--- config.mk ---
export PLATFORM = sky130hd
export DESIGN_NAME = pgbuf_cmd_seq
export DESIGN_NICKNAME = d
export VERILOG_FILES = /design/src/rtl/pgbuf_pkg.sv /design/src/rtl/pgbuf_store.sv /design/src/rtl/pgbuf_fsm.sv /design/src/rtl/pgbuf_cmd_seq.sv
export SDC_FILE = /design/constraint.sdc
export NUM_CORES = 2
export LEC_CHECK = 0
export ABC_AREA = 1
export BUFFER_PORTS_ARGS = -buffer_cell sky130_fd_sc_hd__buf_2
export CAP_MARGIN = 25
export CORE_ASPECT_RATIO = 0.7
export CORE_MARGIN = 3
export CORE_UTILIZATION = 30
export CTS_CLUSTER_DIAMETER = 120
export DETAILED_ROUTE_END_ITERATION = 8
export GPL_TIMING_DRIVEN = 0
export MAX_ROUTING_LAYER = met4
export PLACE_DENSITY = 0.4
export SKIP_LAST_GASP = 1
export SYNTH_ARGS = -nofsm -noshare
export SYNTH_HDL_FRONTEND = slang
export SYNTH_HIERARCHICAL = 1
export SYNTH_SLANG_ARGS = --single-unit
--- constraint.sdc ---
create_clock -name clk -period 14.7 [get_ports clk]
set_clock_uncertainty 0.05 [all_clocks]
set_input_delay 1.47 -clock clk [delete_from_list [all_inputs] [get_ports clk]]
set_output_delay 1.47 -clock clk [all_outputs]
set_load 0.03 [all_outputs]
--- src/rtl/pgbuf_pkg.sv ---
package pgbuf_pkg;

  localparam int BYTE_W = 8;

  typedef enum logic [3:0] {
    ST_IDLE,
    ST_OPEN,
    ST_LD1,
    ST_LD2,
    ST_END1,
    ST_END2,
    ST_PRG,
    ST_CLR,
    ST_BURST,
    ST_WAIT
  } seq_st_e;

  localparam logic [BYTE_W-1:0] OP_LOAD    = 8'hDB;
  localparam logic [BYTE_W-1:0] OP_END     = 8'h5F;
  localparam logic [BYTE_W-1:0] OP_PROG    = 8'h0E;
  localparam logic [BYTE_W-1:0] OP_CLEAR   = 8'h9C;
  localparam logic [BYTE_W-1:0] OP_CONFIRM = 8'hD0;
  localparam logic [BYTE_W-1:0] OP_BURST_A = 8'hFF;
  localparam logic [BYTE_W-1:0] OP_BURST_B = 8'h00;
  localparam logic [BYTE_W-1:0] OP_ERASE   = 8'h20;
  localparam logic [BYTE_W-1:0] OP_LOCK    = 8'h77;

  // Pairs that belong to erase or lock-bit commands and may not follow a frame byte
  function automatic logic is_reserved(input logic [BYTE_W-1:0] a,
                                       input logic [BYTE_W-1:0] b);
    return (b == OP_CONFIRM) && ((a == OP_ERASE) || (a == OP_LOCK));
  endfunction

endpackage

--- src/rtl/pgbuf_store.sv ---
module pgbuf_store
  import pgbuf_pkg::*;
#(
  parameter int PAGE_BYTES = 256,
  parameter int IDX_W      = $clog2(PAGE_BYTES)
) (
  input  logic              clk,
  input  logic              rst_n,
  input  logic              we,
  input  logic [IDX_W-1:0]  w_idx,
  input  logic [BYTE_W-1:0] w_data,
  input  logic              clr_all,
  input  logic [IDX_W-1:0]  r_idx,
  input  logic              hide,
  output logic [BYTE_W-1:0] r_data
);

  logic [BYTE_W-1:0]     mem [PAGE_BYTES];
  logic [PAGE_BYTES-1:0] vld_q;
  logic [PAGE_BYTES-1:0] vld_d;

  // Data array: no reset, validity is tracked separately
  always_ff @(posedge clk) begin
    if (we) begin
      mem[w_idx] <= w_data;
    end
  end

  always_comb begin
    vld_d = vld_q;
    if (clr_all) begin
      vld_d = '0;
    end else if (we) begin
      vld_d[w_idx] = 1'b1;
    end
  end

  always_ff @(posedge clk or negedge rst_n) begin
    if (!rst_n) begin
      vld_q <= '0;
    end else if (clr_all || we) begin
      vld_q <= vld_d;
    end
  end

  always_comb begin
    if (hide || !vld_q[r_idx]) begin
      r_data = '1;
    end else begin
      r_data = mem[r_idx];
    end
  end

  AST_CLEAR_ALL: assert property (@(posedge clk) disable iff (!rst_n)
    clr_all |=> (vld_q == '0)) else $error("clear left valid bytes");

  AST_WRITE_VALID: assert property (@(posedge clk) disable iff (!rst_n)
    (we && !clr_all) |=> vld_q[$past(w_idx)]) else $error("written byte not valid");

endmodule

--- src/rtl/pgbuf_fsm.sv ---
module pgbuf_fsm
  import pgbuf_pkg::*;
#(
  parameter int ADDR_W     = 21,
  parameter int PAGE_BYTES = 256,
  parameter int IDX_W      = $clog2(PAGE_BYTES),
  parameter int PAGE_W     = ADDR_W - IDX_W
) (
  input  logic              clk,
  input  logic              rst_n,
  input  logic              wr_en,
  input  logic [ADDR_W-1:0] wr_addr,
  input  logic [BYTE_W-1:0] wr_data,
  input  logic              prog_ack,
  output logic              st_we,
  output logic [IDX_W-1:0]  st_idx,
  output logic [BYTE_W-1:0] st_data,
  output logic              st_clr,
  output logic              prog_req,
  output logic [PAGE_W-1:0] prog_page,
  output logic              busy,
  output logic              sess_open,
  output logic              seq_err
);

  localparam logic [IDX_W-1:0] LAST_IDX = IDX_W'(PAGE_BYTES - 1);

  seq_st_e           st_q, st_d;
  logic [BYTE_W-1:0] arg_q, arg_d;
  logic [IDX_W-1:0]  cnt_q, cnt_d;
  logic              err_q, err_d;
  logic              req_q, req_d;
  logic [PAGE_W-1:0] page_q, page_d;
  logic              arg_en, cnt_en, page_en;
  logic              err_set, ok_done;

  // Next-state logic
  always_comb begin
    st_d    = st_q;
    arg_d   = arg_q;
    cnt_d   = cnt_q;
    req_d   = req_q;
    page_d  = page_q;
    arg_en  = 1'b0;
    cnt_en  = 1'b0;
    page_en = 1'b0;
    err_set = 1'b0;
    ok_done = 1'b0;
    st_we   = 1'b0;
    st_clr  = 1'b0;
    st_idx  = wr_addr[IDX_W-1:0];
    st_data = wr_data;

    if (st_q == ST_WAIT) begin
      if (prog_ack) begin
        st_clr = 1'b1;
        req_d  = 1'b0;
        st_d   = ST_IDLE;
      end
    end else if (wr_en) begin
      case (st_q)
        ST_IDLE: begin
          if (wr_data == OP_LOAD) begin
            st_d = ST_LD1;
          end else if (wr_data == OP_END) begin
            st_d = ST_END1;
          end else if (wr_data == OP_PROG) begin
            st_d = ST_PRG;
          end else if (wr_data == OP_CLEAR) begin
            st_d = ST_CLR;
          end else begin
            err_set = 1'b1;
          end
        end
        ST_OPEN: begin
          if (wr_data == OP_LOAD) begin
            st_d = ST_LD1;
          end else if (wr_data == OP_END) begin
            st_d = ST_END1;
          end else begin
            err_set = 1'b1;
          end
        end
        ST_LD1: begin
          arg_en = 1'b1;
          arg_d  = wr_data;
          st_d   = ST_LD2;
        end
        ST_LD2: begin
          if (is_reserved(arg_q, wr_data)) begin
            err_set = 1'b1;
          end else if ((arg_q == OP_BURST_A) && (wr_data == OP_BURST_B)) begin
            ok_done = 1'b1;
            cnt_en  = 1'b1;
            cnt_d   = '0;
            st_d    = ST_BURST;
          end else begin
            ok_done = 1'b1;
            st_d    = ST_OPEN;
          end
        end
        ST_END1: begin
          arg_en = 1'b1;
          arg_d  = wr_data;
          st_d   = ST_END2;
        end
        ST_END2: begin
          if (is_reserved(arg_q, wr_data)) begin
            err_set = 1'b1;
          end else begin
            ok_done = 1'b1;
            st_d    = ST_IDLE;
          end
        end
        ST_PRG: begin
          if (wr_data == OP_CONFIRM) begin
            ok_done = 1'b1;
            req_d   = 1'b1;
            page_en = 1'b1;
            page_d  = wr_addr[ADDR_W-1:IDX_W];
            st_d    = ST_WAIT;
          end else begin
            err_set = 1'b1;
          end
        end
        ST_CLR: begin
          if (wr_data == OP_CONFIRM) begin
            ok_done = 1'b1;
            st_clr  = 1'b1;
            st_d    = ST_IDLE;
          end else begin
            err_set = 1'b1;
          end
        end
        ST_BURST: begin
          st_we  = 1'b1;
          cnt_en = 1'b1;
          cnt_d  = cnt_q + 1'b1;
          if (cnt_q == LAST_IDX) begin
            st_d = ST_OPEN;
          end
        end
        default: begin
          st_d = ST_IDLE;
        end
      endcase
    end

    err_d = err_q;
    if (err_set) begin
      st_d  = ST_IDLE;
      err_d = 1'b1;
    end else if (ok_done) begin
      err_d = 1'b0;
    end
  end

  // Registers
  always_ff @(posedge clk or negedge rst_n) begin
    if (!rst_n) begin
      st_q  <= ST_IDLE;
      err_q <= 1'b0;
      req_q <= 1'b0;
    end else begin
      st_q  <= st_d;
      err_q <= err_d;
      req_q <= req_d;
    end
  end

  always_ff @(posedge clk or negedge rst_n) begin
    if (!rst_n) begin
      arg_q <= '0;
    end else if (arg_en) begin
      arg_q <= arg_d;
    end
  end

  always_ff @(posedge clk or negedge rst_n) begin
    if (!rst_n) begin
      cnt_q <= '0;
    end else if (cnt_en) begin
      cnt_q <= cnt_d;
    end
  end

  always_ff @(posedge clk or negedge rst_n) begin
    if (!rst_n) begin
      page_q <= '0;
    end else if (page_en) begin
      page_q <= page_d;
    end
  end

  assign prog_req  = req_q;
  assign prog_page = page_q;
  assign busy      = (st_q == ST_WAIT);
  assign sess_open = (st_q == ST_OPEN) || (st_q == ST_BURST);
  assign seq_err   = err_q;

  AST_ERR_TO_IDLE: assert property (@(posedge clk) disable iff (!rst_n)
    err_set |=> ((st_q == ST_IDLE) && seq_err)) else $error("abort did not reach idle");

  AST_REQ_WITH_BUSY: assert property (@(posedge clk) disable iff (!rst_n)
    prog_req == busy) else $error("request and busy disagree");

  AST_IGNORE_BUSY: assert property (@(posedge clk) disable iff (!rst_n)
    (busy && !prog_ack) |=> (busy && $stable(prog_page))) else $error("busy state disturbed");

  AST_ACK_RELEASE: assert property (@(posedge clk) disable iff (!rst_n)
    (busy && prog_ack) |=> (!busy && !prog_req)) else $error("ack did not release");

  AST_BURST_EXIT: assert property (@(posedge clk) disable iff (!rst_n)
    ((st_q == ST_BURST) && wr_en && (cnt_q == LAST_IDX)) |=> (st_q == ST_OPEN))
    else $error("burst did not end after last byte");

  AST_NO_STORE_BUSY: assert property (@(posedge clk) disable iff (!rst_n)
    busy |-> !st_we) else $error("store write while busy");

endmodule

--- src/rtl/pgbuf_cmd_seq.sv ---
module pgbuf_cmd_seq
  import pgbuf_pkg::*;
#(
  parameter int ADDR_W     = 21,
  parameter int PAGE_BYTES = 256,
  parameter int IDX_W      = $clog2(PAGE_BYTES),
  parameter int PAGE_W     = ADDR_W - IDX_W
) (
  input  logic              clk,
  input  logic              rst_n,
  input  logic              wr_en,
  input  logic [ADDR_W-1:0] wr_addr,
  input  logic [BYTE_W-1:0] wr_data,
  input  logic              prog_ack,
  input  logic              suspend,
  input  logic [IDX_W-1:0]  rd_idx,
  output logic [BYTE_W-1:0] rd_data,
  output logic              prog_req,
  output logic [PAGE_W-1:0] prog_page,
  output logic              busy,
  output logic              sess_open,
  output logic              seq_err
);

  logic [1:0]        rst_sync_q;
  logic              rst_ns;
  logic              st_we;
  logic              st_clr;
  logic [IDX_W-1:0]  st_idx;
  logic [BYTE_W-1:0] st_data;

  // Asynchronous assertion, synchronous release
  always_ff @(posedge clk or negedge rst_n) begin
    if (!rst_n) begin
      rst_sync_q <= '0;
    end else begin
      rst_sync_q <= {rst_sync_q[0], 1'b1};
    end
  end
  assign rst_ns = rst_sync_q[1];

  pgbuf_fsm #(
    .ADDR_W    (ADDR_W),
    .PAGE_BYTES(PAGE_BYTES),
    .IDX_W     (IDX_W),
    .PAGE_W    (PAGE_W)
  ) u_fsm (
    .clk      (clk),
    .rst_n    (rst_ns),
    .wr_en    (wr_en),
    .wr_addr  (wr_addr),
    .wr_data  (wr_data),
    .prog_ack (prog_ack),
    .st_we    (st_we),
    .st_idx   (st_idx),
    .st_data  (st_data),
    .st_clr   (st_clr),
    .prog_req (prog_req),
    .prog_page(prog_page),
    .busy     (busy),
    .sess_open(sess_open),
    .seq_err  (seq_err)
  );

  pgbuf_store #(
    .PAGE_BYTES(PAGE_BYTES),
    .IDX_W     (IDX_W)
  ) u_store (
    .clk    (clk),
    .rst_n  (rst_ns),
    .we     (st_we),
    .w_idx  (st_idx),
    .w_data (st_data),
    .clr_all(st_clr),
    .r_idx  (rd_idx),
    .hide   (suspend),
    .r_data (rd_data)
  );

endmodule

==> out/metrics.json <==
{
  "setup_viol_count_final": {"value": 0},
  "cts.sink_count": {"value": 2341},
  "run_status": {"value": "finished clean"},
  "drive_gt1_share": {"value": 14.6, "unit": "%"},
  "routed_wirelength": {"value": 573000, "unit": "um"},
  "achievable-frequency": {"value": 136, "unit": "MHz"},
  "post-route-min-period": {"value": 7340, "unit": "ps"},
  "power.ir.vdd_worst": {"value": 0.102, "unit": "mV"},
  "die_x": {"value": 684, "unit": "um"},
  "synth_top_family_by_area": {"value": "simple AND/OR/NAND/NOR gates"},
  "synth_simple_gate_area_share": {"value": 24.7, "unit": "%"},
  "tritoncts_clock_tree": {"value": "built"},
  "synthesized_netlist_net_count": {"value": 8690},
  "worst_setup_path_start_kind": {"value": "primary input"},
  "place.detailed.instances": {"value": 13269},
  "synth.mux.area_fraction": {"value": 0.191, "unit": "%"},
  "detail_route.iter0.violations": {"value": 16007},
  "worst_setup_hold_path_clk_slew": {"value": 60, "unit": "ps"},
  "slew_headroom": {"value": 19.0, "unit": "%"},
  "final_cell_mix": {"value": "sky130_fd_sc_hd__nand2_1, sky130_fd_sc_hd__nand3_1, sky130_fd_sc_hd__edfxtp_1"},
  "routabilityCongestion": {"value": 1.03},
  "reg2reg_depth": {"value": 10},
  "route.antenna.remaining_nets": {"value": 0},
  "floorplan.core_area": {"value": 319000, "unit": "sq um"},
  "regToRegSetupSlack": {"value": 9600, "unit": "ps"},
  "worst_path_largest_cell_delay": {"value": 1200, "unit": "ps"},
  "mostFrequentLayoutCell": {"value": "sky130_fd_sc_hd__nand2_1"},
  "synth-edff-count": {"value": 2048},
  "worst_skew_pair.late_latency": {"value": 940, "unit": "ps"},
  "power_density": {"value": 130, "unit": "nW/um^2"},
  "yosys.area_share.xor_xnor": {"value": 0.0272, "unit": "%"},
  "layoutNonFillerInstCount": {"value": 13768},
  "worstSetupPathType": {"value": "primary input to output port"},
  "syn_inst": {"value": 8647},
  "grt_antenna_before_repair": {"value": 75},
  "hold_viol": {"value": 0},
  "worst_ep_required_time": {"value": 13180, "unit": "ps"},
  "cp_arrival": {"value": 5820, "unit": "ps"},
  "cts_hold_buf": {"value": 0},
  "critical_path.endpoint_type": {"value": "output port"},
  "synth_sequential_area_ratio": {"value": 71.3, "unit": "%"},
  "leakagePower": {"value": 0.0424, "unit": "uW"},
  "max_slew.worst_pin.slew": {"value": 1220, "unit": "ps"},
  "postSynthRegisterBits": {"value": 2341},
  "grt_overflow": {"value": 0},
  "detailroute.via_count": {"value": 79900},
  "worstPathBufferInverterCount": {"value": 4},
  "synth_compound_gate_area_share": {"value": 0.229, "unit": "%"},
  "synth.avg_cell_area": {"value": 11.2, "unit": "sq um"},
  "initial_core_util": {"value": 30.3, "unit": "%"},
  "critical_path_cell_sequence": {"value": "clkbuf_2 > clkinv_1 > clkbuf_2 > nand3_1 > nand3_1 > nand3_1 > nand2_1 > nand3_1 > buf_2"},
  "first_pass_grt_wire_length": {"value": 722000, "unit": "um"},
  "path_max_fanout": {"value": 11},
  "numCtsBuffers": {"value": 243},
  "critical-path-top-cell-by-count": {"value": "sky130_fd_sc_hd__nand3_1"},
  "r2r_end": {"value": "u_store/mem[152][3]"},
  "syn_warnings": {"value": 6},
  "grt_util_all_layers": {"value": 34.8, "unit": "%"},
  "worstReg2RegStart": {"value": "u_fsm/st_q[1]"},
  "synth_ff_type": {"value": "sky130_fd_sc_hd__edfxtp_1"},
  "setup-tns-final": {"value": 0, "unit": "ps"},
  "synth_async_sr_flop_share": {"value": 12.5, "unit": "%"},
  "route.detailed.vias_per_inst": {"value": 5.80},
  "detail_route.wl_per_cell": {"value": 41.6, "unit": "um"},
  "cts.repair_timing.setup_buffer_count": {"value": 0},
  "yosysUniqueCellTypes": {"value": 43},
  "hp-class": {"value": "primary input to asynchronous set/reset pin"},
  "post_synth_fa_ha_maj_area_fraction": {"value": 0.0130, "unit": "%"},
  "die-area": {"value": 329000, "unit": "sq um"},
  "detailedRoute.firstPassIterationCount": {"value": 6},
  "placementRows": {"value": 173},
  "n_fill_cell": {"value": 31488},
  "number_of_input_and_output_port_buffers_inserted": {"value": 50},
  "cts_root_buffer": {"value": "sky130_fd_sc_hd__clkbuf_16"},
  "number_of_global_route_vias_before_repair": {"value": 68853},
  "ioPinCount": {"value": 67},
  "num-nets-final": {"value": 9280},
  "flow.area_growth_from_synthesis": {"value": 19.8, "unit": "%"},
  "report.final.slew_viol_count": {"value": 0},
  "timing.critical_path.slowest_stage_cell": {"value": "sky130_fd_sc_hd__clkinv_1"},
  "timing.critical_path.max_delay_family": {"value": "buffers and inverters"},
  "chipHeight": {"value": 481, "unit": "um"},
  "clock_path_buffers": {"value": 4},
  "grt_setup_unrepaired": {"value": "false"},
  "dp.final_hpwl": {"value": 420000, "unit": "um"},
  "htreeDepth": {"value": 4},
  "post-route-period-util": {"value": 49.9, "unit": "%"},
  "post_cts_resize_count": {"value": 0},
  "detail_route.drc_violations": {"value": 0},
  "grt_max_degree": {"value": 129},
  "netlist_area_before_placement": {"value": 96500, "unit": "sq um"},
  "max_cap_viol_count": {"value": 0}
}
layout make-up:
class                   instances  area, sq um  area share, %
multi-input cells            5616        25000           21.6
clock buffers                 345         6800           5.88
flip-flops and latches       2341        68800           59.5
plain buffers                 583         3100           2.68
inverters                     107          407          0.352
clock inverters               100          816          0.705
diodes                         44          110         0.0952
well taps                    4287         5360           4.64
repair buffers                345         5260           4.55
flip-flops by register name (all words and copies together) (netlist names):
| name | count |
|---|---|
| u_fsm/seq_err | 1 |
| u_fsm/prog_req | 1 |
| u_store/vld_q | 256 |
| rst_sync_q | 2 |
| u_fsm/prog_page | 13 |
| u_fsm/cnt_q | 8 |
| u_fsm/st_q | 4 |
| u_store/mem | 2048 |
| u_fsm/arg_q | 8 |
cell usage after synthesis (2+ instances only):
library cell | count | area share [%]
sky130_fd_sc_hd__nand3_2 | 4 | 0.041
sky130_fd_sc_hd__dfrtp_1 | 293 | 7.6
sky130_fd_sc_hd__o21ai_0 | 12 | 0.062
sky130_fd_sc_hd__xnor2_1 | 3 | 0.027
sky130_fd_sc_hd__inv_2 | 9 | 0.035
sky130_fd_sc_hd__mux2_4 | 10 | 0.16
sky130_fd_sc_hd__a21oi_1 | 7 | 0.036
sky130_fd_sc_hd__o31ai_1 | 2 | 0.016
sky130_fd_sc_hd__buf_6 | 10 | 0.12
sky130_fd_sc_hd__o21ba_2 | 5 | 0.052
sky130_fd_sc_hd__nand3_1 | 2307 | 12
sky130_fd_sc_hd__buf_4 | 91 | 0.71
sky130_fd_sc_hd__nor3_1 | 6 | 0.031
sky130_fd_sc_hd__mux2_2 | 3 | 0.035
sky130_fd_sc_hd__nand4_1 | 4 | 0.026
sky130_fd_sc_hd__clkbuf_1 | 139 | 0.54
sky130_fd_sc_hd__edfxtp_1 | 2048 | 64
sky130_fd_sc_hd__nor2_1 | 844 | 3.3
sky130_fd_sc_hd__inv_1 | 92 | 0.36
sky130_fd_sc_hd__nor2_2 | 4 | 0.026
sky130_fd_sc_hd__clkinv_1 | 5 | 0.019
sky130_fd_sc_hd__buf_1 | 62 | 0.24
sky130_fd_sc_hd__nand2_1 | 2384 | 9.3
sky130_fd_sc_hd__nand2_2 | 4 | 0.026
sky130_fd_sc_hd__nand3_4 | 2 | 0.036
sky130_fd_sc_hd__buf_2 | 280 | 1.5
kinds of logic after synthesis:
logic type	after synthesis
simple gates	5564
flops	2341
buf+inv	690
compound gates	34
mux	13
xor+xnor	3
fa+ha+maj	1
other cells	1
report_power, final:
group,internal [uW],switching [uW]
Combinational,301,1220
Clock,3420,2780
Sequential,7270,35.4
Total,11000,4040
worst max path at each step:
stage / from / end / slack, ps / depth (start not counted)
2_1_floorplan: rst_sync_q[1] / u_fsm/arg_q[0] / 5880 / 0
3_3_place_gp: rst_sync_q[1] / u_store/vld_q[150] / 1040 / 0
3_5_place_dp: rd_idx[2] / rd_data[4] / 7660 / 13
4_1_cts: rd_idx[2] / rd_data[7] / 7640 / 13
5_1_grt: rd_idx[2] / rd_data[4] / 7610 / 13
6_report: rd_idx[5] / rd_data[2] / 7360 / 9
metal layers:
| layer | vias up | GRT usage, % | part of all wire [%] |
|---|---|---|---|
| li1 | 31343 | - | - |
| met1 | 41066 | 49.2 | 42 |
| met2 | 6528 | 43.8 | 38 |
| met3 | 963 | 14.6 | 16 |
| met4 | 0 | 11.9 | 4.1 |
| met5 | - | - | 0 |
per-stage QoR:
step | worst slack (ps) | instance area [sq um] | power (uW) | util, % | hold WS, ps
final | 7360 | 116000 | 15000 | 36.3 | 255
after floorplan | 5880 | 96500 | 8060 | - | 281
after global placement | 1040 | 102000 | 8830 | 32.0 | 287
after global routing | 7610 | 116000 | 15300 | 36.3 | 228
after detailed placement | 7660 | 108000 | 8880 | 33.8 | 286
after CTS | 7640 | 115000 | 15000 | 36.2 | 200
No activity file was read; power rests on OpenSTA's default activity.
